## config.mk

```make
export PLATFORM = sky130hd
export DESIGN_NAME = spi_slave_gated
export DESIGN_NICKNAME = d
export VERILOG_FILES = /design/src/rtl/spi_slv_pkg.sv /design/src/rtl/spi_slv_sync.sv /design/src/rtl/spi_slv_edge.sv /design/src/rtl/spi_slv_shift.sv /design/src/rtl/spi_slave_gated.sv
export SDC_FILE = /design/constraint.sdc
export NUM_CORES = 1
export LEC_CHECK = 0
export ABC_AREA = 1
export BUFFER_PORTS_ARGS = -buffer_cell sky130_fd_sc_hd__buf_2
export CORE_AREA = 2 2 64 66
export DETAILED_ROUTE_END_ITERATION = 6
export DIE_AREA = 0 0 66 68
export GPL_TIMING_DRIVEN = 0
export PLACE_DENSITY = 0.79
export SYNTH_ARGS = -nofsm -noshare
export SYNTH_HDL_FRONTEND = slang
export SYNTH_SLANG_ARGS = --single-unit
```

## constraint.sdc

```tcl
create_clock -name clk_i -period 2.8 [get_ports clk_i]
set_clock_uncertainty 0.15 [all_clocks]
set_input_delay 0.28 -clock clk_i [delete_from_list [all_inputs] [get_ports clk_i]]
set_output_delay 0.28 -clock clk_i [all_outputs]
set_load 0.005 [all_outputs]
```

## src/rtl/spi_slv_pkg.sv

```systemverilog
package spi_slv_pkg;
  typedef struct packed {
    logic cap;
    logic launch;
  } spi_evt_t;
endpackage

```

## src/rtl/spi_slv_sync.sv

```systemverilog
module spi_slv_sync #(
  parameter int unsigned W = 1,
  parameter int unsigned STAGES = 2,
  parameter logic [W-1:0] RST_VAL = '0
) (
  input  logic         clk_i,
  input  logic         rst_ni,
  input  logic [W-1:0] d_i,
  output logic [W-1:0] q_o
);
  logic [STAGES-1:0][W-1:0] pipe_q;

  always_ff @(posedge clk_i or negedge rst_ni) begin
    if (!rst_ni) pipe_q[0] <= RST_VAL;
    else         pipe_q[0] <= d_i;
  end

  for (genvar s = 1; s < STAGES; s++) begin : g_stage
    always_ff @(posedge clk_i or negedge rst_ni) begin
      if (!rst_ni) pipe_q[s] <= RST_VAL;
      else         pipe_q[s] <= pipe_q[s-1];
    end
  end

  assign q_o = pipe_q[STAGES-1];
endmodule

```

## src/rtl/spi_slv_edge.sv

```systemverilog
module spi_slv_edge
  import spi_slv_pkg::*;
(
  input  logic     clk_i,
  input  logic     rst_ni,
  input  logic     sclk_i,
  input  logic     cpol_i,
  input  logic     cpha_i,
  input  logic     qual_i,
  output spi_evt_t evt_o
);
  logic prev_q;
  logic rise, fall, lead, trail;

  always_ff @(posedge clk_i or negedge rst_ni) begin
    if (!rst_ni) prev_q <= 1'b0;
    else         prev_q <= sclk_i;
  end

  assign rise  = sclk_i & ~prev_q;
  assign fall  = ~sclk_i & prev_q;
  assign lead  = cpol_i ? fall : rise;
  assign trail = cpol_i ? rise : fall;

  // edges outside the active window are dropped, not deferred
  assign evt_o.cap    = qual_i & (cpha_i ? trail : lead);
  assign evt_o.launch = qual_i & (cpha_i ? lead : trail);
endmodule

```

## src/rtl/spi_slv_shift.sv

```systemverilog
module spi_slv_shift
  import spi_slv_pkg::*;
#(
  parameter int unsigned DATA_W = 8,
  localparam int unsigned CNT_W = $clog2(DATA_W)
) (
  input  logic              clk_i,
  input  logic              rst_ni,
  input  logic              clr_i,
  input  spi_evt_t          evt_i,
  input  logic              sdi_i,
  input  logic [DATA_W-1:0] tx_data_i,
  input  logic              tx_we_i,
  output logic              sdo_bit_o,
  output logic [DATA_W-1:0] rx_data_o,
  output logic              rx_valid_o,
  output logic [CNT_W-1:0]  cnt_o
);
  localparam logic [CNT_W-1:0] LAST = CNT_W'(DATA_W - 1);

  logic [CNT_W-1:0]  cnt_q, out_idx_q, bit_sel;
  logic [DATA_W-1:0] rx_sr_q, rx_data_q, tx_buf_q, tx_cur_q;
  logic              valid_q;
  logic              wrap;

  assign wrap = evt_i.cap && (cnt_q == LAST);

  always_ff @(posedge clk_i or negedge rst_ni) begin
    if (!rst_ni) begin
      cnt_q     <= '0;
      out_idx_q <= '0;
      rx_sr_q   <= '0;
      rx_data_q <= '0;
      valid_q   <= 1'b0;
    end else if (clr_i) begin
      cnt_q     <= '0;
      out_idx_q <= '0;
      rx_sr_q   <= '0;
      valid_q   <= 1'b0;
    end else begin
      valid_q <= 1'b0;
      if (evt_i.cap) begin
        rx_sr_q <= {rx_sr_q[DATA_W-2:0], sdi_i};
        if (wrap) begin
          cnt_q     <= '0;
          rx_data_q <= {rx_sr_q[DATA_W-2:0], sdi_i};
          valid_q   <= 1'b1;
        end else begin
          cnt_q <= cnt_q + 1'b1;
        end
      end
      if (evt_i.launch) out_idx_q <= cnt_q;
    end
  end

  always_ff @(posedge clk_i or negedge rst_ni) begin
    if (!rst_ni) begin
      tx_buf_q <= '0;
      tx_cur_q <= '0;
    end else begin
      if (tx_we_i) tx_buf_q <= tx_data_i;
      if (clr_i)
        tx_cur_q <= tx_we_i ? tx_data_i : tx_buf_q;
      else if (wrap)
        tx_cur_q <= tx_we_i ? tx_data_i : tx_buf_q;
      else if (tx_we_i && cnt_q == '0)
        tx_cur_q <= tx_data_i;
    end
  end

  assign bit_sel    = LAST - out_idx_q;
  assign sdo_bit_o  = tx_cur_q[bit_sel];
  assign rx_data_o  = rx_data_q;
  assign rx_valid_o = valid_q;
  assign cnt_o      = cnt_q;
endmodule

```

## src/rtl/spi_slave_gated.sv

```systemverilog
module spi_slave_gated
  import spi_slv_pkg::*;
#(
  parameter int unsigned DATA_W = 8,
  parameter int unsigned SYNC_STAGES = 2
) (
  input  logic              clk_i,
  input  logic              rst_ni,
  input  logic              sw_rst_i,
  input  logic              four_pin_i,
  input  logic              cpol_i,
  input  logic              cpha_i,
  input  logic              sclk_i,
  input  logic              sel_ni,
  input  logic              sdi_i,
  output logic              sdo_o,
  output logic              sdo_oe_o,
  input  logic [DATA_W-1:0] tx_data_i,
  input  logic              tx_we_i,
  output logic [DATA_W-1:0] rx_data_o,
  output logic              rx_valid_o,
  output logic              busy_o
);
  localparam int unsigned CNT_W  = $clog2(DATA_W);
  localparam int unsigned WARM   = SYNC_STAGES + 1;
  localparam int unsigned WARM_W = $clog2(WARM + 1);

  logic [2:0]       pins_s;
  logic             sclk_s, sdi_s, sel_s;
  logic [WARM_W-1:0] warm_q;
  logic             warm_done, link_active;
  logic [CNT_W-1:0] bit_cnt;
  logic             sdo_bit;
  spi_evt_t         evt;

  spi_slv_sync #(
    .W      (3),
    .STAGES (SYNC_STAGES),
    .RST_VAL(3'b100)
  ) u_sync (
    .clk_i (clk_i),
    .rst_ni(rst_ni),
    .d_i   ({sel_ni, sdi_i, sclk_i}),
    .q_o   (pins_s)
  );

  assign {sel_s, sdi_s, sclk_s} = pins_s;

  // hold edge detection off until the sync pipe carries real pin values
  always_ff @(posedge clk_i or negedge rst_ni) begin
    if (!rst_ni)                warm_q <= '0;
    else if (sw_rst_i)          warm_q <= '0;
    else if (!warm_done)        warm_q <= warm_q + 1'b1;
  end

  assign warm_done   = (warm_q == WARM_W'(WARM));
  assign link_active = warm_done && !sw_rst_i && (!four_pin_i || !sel_s);

  spi_slv_edge u_edge (
    .clk_i (clk_i),
    .rst_ni(rst_ni),
    .sclk_i(sclk_s),
    .cpol_i(cpol_i),
    .cpha_i(cpha_i),
    .qual_i(link_active),
    .evt_o (evt)
  );

  spi_slv_shift #(
    .DATA_W(DATA_W)
  ) u_shift (
    .clk_i     (clk_i),
    .rst_ni    (rst_ni),
    .clr_i     (sw_rst_i),
    .evt_i     (evt),
    .sdi_i     (sdi_s),
    .tx_data_i (tx_data_i),
    .tx_we_i   (tx_we_i),
    .sdo_bit_o (sdo_bit),
    .rx_data_o (rx_data_o),
    .rx_valid_o(rx_valid_o),
    .cnt_o     (bit_cnt)
  );

  assign sdo_oe_o = link_active;
  assign sdo_o    = link_active & sdo_bit;
  assign busy_o   = (bit_cnt != '0);
endmodule

```

**Word level (Yosys, flattened, before mapping)**

Index checks and enable logic that the tools add are counted.

- Bits in registers: 47
- Bits of input ports: 18
- Word-level logic and storage cells: 62

- Add/sub/neg operators: 3
- Order comparisons: 1
- Equal/unequal tests: 3
- Multiplexer cells: 22
- Bitwise logic cells: 8
- Reduce and logical (&&, ||, !) cells: 14

Operator list:

| kind | number |
|---|---|
| 8-bit two-way mux | 4 |
| 3-bit two-way mux | 5 |
| 7-bit two-way mux | 2 |
| 1-bit two-way mux | 8 |
| 3-bit nonzero test | 2 |
| 1-bit bitwise AND | 5 |
| 1-bit logical AND | 4 |
| 3-bit by 4-bit less-than comparator with 1-bit output, second input constant | 1 |
| 2-bit two-way mux | 2 |
| 2-bit nonzero test | 2 |
| 3-bit by 1-bit adder with 3-bit output, second input constant | 1 |
| 1-bit binary-select mux with 3-bit select | 1 |
| 3-bit == test, second input constant | 1 |
| 1-bit zero test | 3 |
| 3-bit zero test | 1 |
| 1-bit NOT | 3 |
| 3-bit AND reduction | 1 |
| 3-bit subtractor, first input constant | 1 |
| 2-bit by 1-bit adder with 2-bit output, second input constant | 1 |
| 2-bit == test, second input constant | 1 |
| 2-bit != test, second input constant | 1 |
| 1-bit logical OR | 1 |

**Logic depth before layout (Yosys ltp)**

Gate-level depths: netlist of run 1.

- Depth after elaboration: 9
- Mapped depth: 10

**Cells and area by module**

A second synthesis of run 1 with hierarchy kept.

- Cell total of the unflattened synthesis: 237
- Area total of the unflattened synthesis: 2179.6 µm²

Modules (own cells, without submodules):

| module | times used | cells an instance | area an instance (µm²) | seq. area each (µm²) |
|---|---|---|---|---|
| spi_slv_shift | 1 | 189 | 1769.2 | 950.9 |
| spi_slv_sync | 1 | 9 | 175.2 | 152.6 |
| spi_slave_gated | 1 | 20 | 135.1 | 50.0 |
| spi_slv_edge | 1 | 19 | 100.1 | 25.0 |

**Worst setup path after synthesis of run 1**

Ideal clock, no wire load.

- Path type: flip-flop to flip-flop
- From: reg u_shift.cnt_q[0] (netlist: u_shift.cnt_o[0])
- To: reg u_shift.tx_cur_q[6]
- Library setup time: 115 ps
- Data arrival time: 1377 ps
- Required time: 2535 ps
- Path slack: 1158 ps
- Stages on the path, launching flop included: 11
- Cell sequence: dfrtp_1 inv_1 ha_1 nand2_1 nor2_1 inv_1 buf_2 nand2_1 o21ai_0 o21ai_2 inv_2

- Longest elaborated chain between the ends: 4
- Elaborated cells between the ends (all ways): 7

Ends and longest elaborated chain:

| what | RTL line | RTL |
|---|---|---|
| start, declared | spi_slv_shift.sv:21 | `logic [CNT_W-1:0] cnt_q, out_idx_q, bit_sel;` |
| start signal, assigned | spi_slv_shift.sv:49 | `cnt_q <= cnt_q + 1'b1;` |
| 3-bit == test | spi_slv_shift.sv:26 | `assign wrap = evt_i.cap && (cnt_q == LAST);` |
| 1-bit logical AND | spi_slv_shift.sv:26 |  |
| 8-bit two-way mux | spi_slv_shift.sv:64 | `else if (wrap)` |
| 8-bit two-way mux | spi_slv_shift.sv:62 | `if (clr_i)` |
| end signal, assigned | spi_slv_shift.sv:63 | `tx_cur_q <= tx_we_i ? tx_data_i : tx_buf_q;` |
| end signal, assigned | spi_slv_shift.sv:65 | `tx_cur_q <= tx_we_i ? tx_data_i : tx_buf_q;` |
| end signal, assigned | spi_slv_shift.sv:67 | `tx_cur_q <= tx_data_i;` |
| end, declared | spi_slv_shift.sv:22 | `logic [DATA_W-1:0] rx_sr_q, rx_data_q, tx_buf_q, tx_cur_q;` |

Several ways; a longest one is shown, not always the timed one.
A chain may end at the register's enable or synchronous reset.

**Worst setup path after layout of run 1**

- From: reg warm_q[0]
- To: out sdo_o

- Longest elaborated chain between the ends: 4

Ends and longest elaborated chain:

| what | RTL line | RTL |
|---|---|---|
| start, declared | spi_slave_gated.sv:30 | `logic [WARM_W-1:0] warm_q;` |
| start signal, assigned | spi_slave_gated.sv:53 | `else if (!warm_done) warm_q <= warm_q + 1'b1;` |
| 2-bit == test | spi_slave_gated.sv:56 | `assign warm_done = (warm_q == WARM_W'(WARM));` |
| 1-bit logical AND (2 in series) | spi_slave_gated.sv:57 | `assign link_active = warm_done && !sw_rst_i && (!four_pin_i \|\| !sel_s);` |
| 1-bit bitwise AND | spi_slave_gated.sv:86 | `assign sdo_o = link_active & sdo_bit;` |
| end, declared | spi_slave_gated.sv:16 | `output logic sdo_o,` |

Every way passes these cells.

==> results of run 1 <==
[cell usage in the layout, fill, tap and decap left out, types with 2 or more instances in the layout]
cell type,count
o21ai_0,36
buf_2,31
nor2_1,7
dfrtp_1,45
clkbuf_1,2
nand3_1,12
inv_2,2
o211ai_1,2
o22ai_1,9
inv_1,43
clkinv_2,2
a21oi_1,2
nand2_1,43
ha_1,4
dfstp_2,2
clkbuf_8,6
dlygate4sd3_1,3
o21ai_2,2
[cells by family after synthesis]
group	count (synthesis)	share of synthesized area
fa+ha+maj	4	0.0246
simple gates	68	0.152
flops	47	0.578
buf+inv	50	0.0976
compound gates	53	0.148
[report_power, final]
part	internal (mW)	switching, mW	leakage [nW]
combinational	0.0453	0.0763	0.577
sequential	0.713	0.0150	0.591
clock	0.199	0.212	0.0482
[synth_stat cells]
master,count
clkbuf_1,1
buf_2,2
o21ai_2,2
nand3_1,12
dfrtp_1,45
buf_6,1
nand2_1,43
inv_1,43
dfstp_2,2
ha_1,4
nand4_4,1
a21oi_1,2
nand4_1,1
a21oi_4,1
clkinv_2,1
inv_2,2
nand3_2,1
a31oi_1,1
nand2_2,1
or2_2,1
o22ai_1,9
nor2_1,7
o211ai_1,2
o21ai_0,36
nand2_4,1
[area by class of cell]
type | instances | area share
inverters | 46 | 0.0735
repair buffers | 32 | 0.0740
multi-input cells | 125 | 0.279
well taps | 50 | 0.0264
plain buffers | 4 | 0.0106
clock buffers | 7 | 0.0365
flip-flops and latches | 47 | 0.498
clock inverters | 1 | 0.00211
[path summary, 6_finish.rpt]
check	cells past startpoint	slack, ns	startpoint	to
setup reg to reg	10	0.93	u_shift.cnt_o[0]	u_shift.tx_cur_q[2]
hold / removal	1	-0.008	rst_ni	u_shift.rx_sr_q[2]
max in group asynchronous	1	1.90	rst_ni	u_sync.q_o[0]
setup / recovery	6	0.77	warm_q[0]	sdo_o
hold reg to reg	0	0.20	u_sync.pipe_q[0]	u_sync.q_o[0]
min in group clk_i	5	0.17	tx_data_i[2]	u_shift.tx_buf_q[2]
[flip-flops by register name (all words and copies together), names as in the netlist]
name	cells
u_shift.cnt_o	3
u_shift.tx_buf_q	8
warm_q	2
u_sync.q_o	3
u_shift.tx_cur_q	8
u_shift.out_idx_q	3
u_shift.rx_sr_q	7
u_sync.pipe_q	3
u_shift.rx_valid_o	1
u_shift.rx_data_o	8
u_edge.prev_q	1
[per-layer routing]
| layer | part of all wire | wire [um] | vias to the layer above | GRT usage |
|---|---|---|---|---|
| met5 | 0 | 0 | - | 0 |
| met4 | 0.019 | 68 | 0 | 0.0842 |
| met3 | 0.037 | 129 | 7 | 0.0444 |
| li1 | - | - | 789 | - |
| met2 | 0.51 | 1800 | 32 | 0.351 |
| met1 | 0.43 | 1500 | 710 | 0.207 |
[repair_timing]
item,CTS,global route
hold buffers,3,0
buffers inserted,0,0
hold endpoints to repair,3,0
[stage by stage]
stage | utilization | total power, mW | instances
6_report | 0.614 | 1.26 | 312
2_1_floorplan | - | 0.814 | 222
4_1_cts | 0.614 | 1.28 | 312
5_1_grt | 0.614 | 1.33 | 312
3_3_place_gp | 0.582 | 0.855 | 301
3_5_place_dp | 0.582 | 0.862 | 301
==> results.py, run 1 <==
metrics = {
    "cells_and_area": {
        "stdcell_area_mm2": 0.00237,
        "nets": 283,
        "ff_latch_area_mm2": 0.00118,
        "syn_to_final_growth_pct": 16.1,
        "diodes": 0,
        "drive_gt1_frac": 0.198,
        "n_fill_cell": 338,
        "multi_input_area_um2": 661,
    },
    "routing": {
        "ant_nets": 0,
        "vias": 1538,
        "drtPass1Iterations": 4,
        "wire_per_inst_um": 11.2,
        "drtIter0Drc": 113,
        "viasPerCell": 4.93,
        "drc": 0,
        "drt_wl_total_um": 3510,
    },
    "cts": {
        "cts.htree.levels": 2,
        "clock_latency_ns": 0.30,
        "cts_tree": "built",
        "cts_root_buf": "clkbuf_8",
        "clk_pin_slew_ns": 0.08,
        "ctsResizeCount": 0,
        "cts_made_buffers": 5,
        "clkSinkCount": 47,
        "ctsLongestPathBuffers": 2,
    },
    "worst_setup_path": {
        "critical_path_class": "register to output port",
        "critPathBufInv": 1,
        "cp_max_fo": 5,
        "cp_slowest_cell": "dfrtp_1",
        "critPathTopFamily": "compound AO/OA/AOI/OAI gates",
        "cpPeakStageDelay_ns": 0.37,
        "crit_required_ns": 2.37,
        "endpoint_kind": "output port",
        "worstPathCellList": "ha_1 -> nand2_2 -> a21oi_4 -> o21ai_0 -> a31oi_1 -> buf_2",
        "crit_arrival_ns": 1.60,
        "worstSetupStartpointType": "register",
    },
    "power_and_ir_drop": {
        "leakage_nw": 1.22,
        "power_per_cell_area_mw_per_mm2": 532,
        "irDropWorstVdd_v": 0.000355,
    },
    "timing": {
        "slew_viol_final": 0,
        "period_share": 0.723,
        "setup_viol": 0,
        "period_needed_ns": 2.03,
        "finalHoldViolCount": 16,
        "setup_tns_ns": 0,
        "worst_slew_pin_slew_ns": 0.993,
        "maxSlewHeadroom": 0.338,
        "hold_slack_ns": -0.00770,
        "finalWorstSetupSlack_ns": 0.775,
        "fmaxAchievable_mhz": 494,
        "rsz0062_at_grt": "no",
    },
    "floorplan": {
        "die_y_um": 68,
        "start_util": 0.529,
        "die-area_mm2": 0.00449,
        "ios": 30,
        "core_area_mm2": 0.00386,
        "num_rows": 23,
        "dieWidth_um": 66,
    },
    "synth": {
        "synth_cells": 222,
        "netlist_area_mm2": 0.00204,
        "synth.area.top_cells": "dfrtp_1, o21ai_0, inv_1",
        "post_synth_num_cell_types": 25,
        "yosys.area.top_type": "dfrtp_1",
        "yosysWarnings": 0,
        "syn-num-nets": 244,
        "ys_seq_elements": 47,
        "yosysSeqAreaShare": 0.578,
        "synth.top_cell.area_share": 0.552,
        "syn_avg_cell_area_um2": 9.18,
    },
    "place": {
        "dp_slack_ns": 0.950,
        "postPlaceCellArea_mm2": 0.00225,
        "gp_congestion": 0.780,
        "io_buffers": 29,
        "dp_hpwl_um": 2550,
    },
    "status": {
        "violations": "hold timing",
        "status": "finished, violations left",
    },
    "job": {
        "cap_violations": 0,
    },
    "grt": {
        "grt_use_total": 0.189,
        "antenna_found_initial": 0,
        "overflow": 0,
        "grt_pass1_wl_um": 6230,
        "grt_max_degree": 48,
        "grt_pass1_vias": 1515,
    },
    "min_path": {
        "min_path_type": "input port to async pin",
    },
}
No activity file was read; power rests on OpenSTA's default activity.
==> run 2: changes to the inputs <==
CORE_AREA = 2 2 67 69   (was 2 2 64 66)
DIE_AREA = 0 0 69 71   (was 0 0 66 68)
PLACE_DENSITY = 0.76   (was 0.79)
clock period = 1.8 ns   (was 2.8 ns; I/O delays follow)
==> run 2 against run 1 <==
The run ends with setup timing left. Worst hold slack improved by 0.066 ns. Critical path depth did not move. Register-to-register slack got worse by 0.87 ns. Power rose by 56%. Flip-flop and latch count did not move. Die area rose by 9.2%. Final area rose by 5.3%. Wire length rose by 5.3%. Setup slack got worse by 0.83 ns. Sequential power rose by 55%. Critical path type unchanged. Largest cell class unchanged.
==> results.py, run 2 (synthesized netlist as in run 1, its figures left out) <==
metrics = {
    "cells_and_area": {
        "syn_to_final_growth_pct": 22.3,
        "drive_gt1_frac": 0.263,
        "n_fill_cell": 364,
        "ff_latch_area_mm2": 0.00118,
        "nets": 295,
        "diodes": 0,
        "stdcell_area_mm2": 0.00249,
        "final_common_cell": "dfrtp_1",
        "fin_cells": 326,
        "finish.utilization": 0.593,
        "multi_input_area_um2": 676,
        "final_cell_mix": "dfrtp_1, nand2_1, inv_1",
    },
    "grt": {
        "grt_pass1_wl_um": 6500,
        "grt_max_degree": 48,
        "overflow": 0,
        "grt_pass1_vias": 1589,
        "antenna_found_initial": 0,
        "grt_use_total": 0.165,
    },
    "timing": {
        "setup_tns_ns": -0.0533,
        "slew_viol_final": 0,
        "rsz0062_at_grt": "yes",
        "finalWorstSetupSlack_ns": -0.0533,
        "period_needed_ns": 1.85,
        "period_share": 1.03,
        "setup_viol": 1,
        "maxSlewHeadroom": 0.315,
        "finalHoldViolCount": 0,
        "worst_slew_pin_slew_ns": 1.03,
        "fmaxAchievable_mhz": 540,
        "hold_slack_ns": 0.0581,
    },
    "worst_setup_path": {
        "critPathTopFamily": "compound AO/OA/AOI/OAI gates",
        "crit_arrival_ns": 1.52,
        "cp_slowest_cell": "dfrtp_1",
        "r2r_slack_ns": 0.06,
        "critPathBufInv": 1,
        "cp_max_fo": 4,
        "crit_required_ns": 1.47,
        "worstSetupStartpointType": "register",
        "r2r_cells": 7,
        "endpoint_kind": "output port",
        "rr_endpoint": "u_shift.cnt_o[0]",
        "cpPeakStageDelay_ns": 0.38,
        "r2r-start": "warm_q[0]",
        "critical_path_class": "register to output port",
        "worstPathCellList": "ha_2 -> nand2_2 -> a21oi_4 -> o21ai_1 -> a31oi_1 -> buf_2",
    },
    "power_and_ir_drop": {
        "p_int_mw": 1.46,
        "irDropWorstVdd_v": 0.000490,
        "power_frac_seq": 0.577,
        "clockPowerShare": 0.312,
        "leakage_nw": 1.28,
        "switchingPower_uw": 496,
        "p_comb_frac": 0.111,
        "sw_frac_of_total": 0.253,
        "power_per_cell_area_mw_per_mm2": 787,
    },
    "routing": {
        "viasPerCell": 4.87,
        "drc": 0,
        "drt_wl_total_um": 3690,
        "vias": 1588,
        "wire_per_inst_um": 11.3,
        "drtPass1Iterations": 4,
        "drtIter0Drc": 65,
        "ant_nets": 0,
    },
    "floorplan": {
        "dieWidth_um": 69,
        "die_y_um": 71,
        "core_area_mm2": 0.00420,
        "num_rows": 24,
        "start_util": 0.485,
        "ios": 30,
        "die-area_mm2": 0.00490,
    },
    "place": {
        "postPlaceCellArea_mm2": 0.00225,
        "dp_hpwl_um": 2530,
        "gp_congestion": 0.873,
        "io_buffers": 29,
        "dp_cells": 303,
    },
    "min_path": {
        "holdPathEnd": "u_shift.tx_buf_q[1]",
        "min_path_cells": 5,
        "min_from": "tx_data_i[1]",
        "min_path_type": "input port to register",
    },
    "cts": {
        "cts.htree.levels": 2,
        "clk_pin_slew_ns": 0.08,
        "cts_made_buffers": 5,
        "clock_latency_ns": 0.30,
        "cts_tree": "built",
        "clkSinkCount": 47,
        "ctsLongestPathBuffers": 2,
        "cts_root_buf": "clkbuf_8",
    },
    "job": {
        "cap_violations": 0,
    },
    "status": {
        "violations": "setup timing",
        "status": "finished, violations left",
    },
}
-- run 2: changes by cell type in the layout (fill, tap and decap cells not counted), moves of 2 or more --
cell      change
inv_2         +4
nand2_2       +2
inv_1         -4
nand2_1       -2
o21ai_0       -4
clkinv_2      +2
o21ai_1       +4
buf_4        +10
-- run 2: worst max-delay path by stage --
stage                                start             endpoint  slack [ns]  depth (start not counted)
final                            warm_q[0]                sdo_o       -0.05                          6
after global routing             warm_q[0]                sdo_o       -0.14                          6
after CTS                        warm_q[0]                sdo_o       -0.07                          6
after detailed placement  u_shift.cnt_o[0]  u_shift.tx_cur_q[5]       -0.06                         10
after global placement    u_shift.cnt_o[0]  u_shift.tx_cur_q[6]       -0.04                         10
after floorplan           u_shift.cnt_o[0]  u_shift.tx_cur_q[6]        0.16                         10
-- run 2: power by group through the flow --
stage	logic, mW	clock network [mW]	registers, mW
detailed placement	0.187	0	1.15
global route	0.255	0.677	1.14
finish	0.217	0.612	1.13
global placement	0.181	0	1.15
CTS	0.201	0.640	1.13
floorplan	0.119	0	1.15
-- run 2: worst min-delay path, delay by kind of cell --
family / cells / cell delay, ns
buf+inv: 3 / 0.16
simple gates: 1 / 0.04
compound gates: 1 / 0.09
-- run 2: cell type report --
cell class                 instances  share of cell area
clock inverter                     3             0.00602
inverter                          46              0.0698
buffer                             4              0.0141
sequential                        47               0.473
tap                               52              0.0261
timing repair buffer              44               0.112
multi-input combinational        125               0.271
clock buffer                       5              0.0276
-- run 2: through the flow --
stage               worst slack, ns  power [mW]
CTS                         -0.0661        1.97
global route                 -0.143        2.07
global placement            -0.0416        1.33
detailed placement          -0.0633        1.34
finish                      -0.0533        1.96
floorplan                     0.158        1.27
-- run 2: per-layer routing --
metal | vias to the layer above | part of all wire | track usage
met5 | - | 0 | 0
met4 | 0 | 0.015 | 0.0566
met3 | 7 | 0.034 | 0.0470
met2 | 28 | 0.50 | 0.290
met1 | 740 | 0.45 | 0.196
li1 | 813 | - | -
-- run 2: repair_timing --
action / 4_1_cts / 5_1_grt
buffers inserted: 3 / 8
pin swaps: 1 / 6
gates resized for setup: 3 / 14
endpoints found under the hold margin: 48 / 0
endpoints found under the setup margin: 7 / 22
hold buffers: 4 / 0
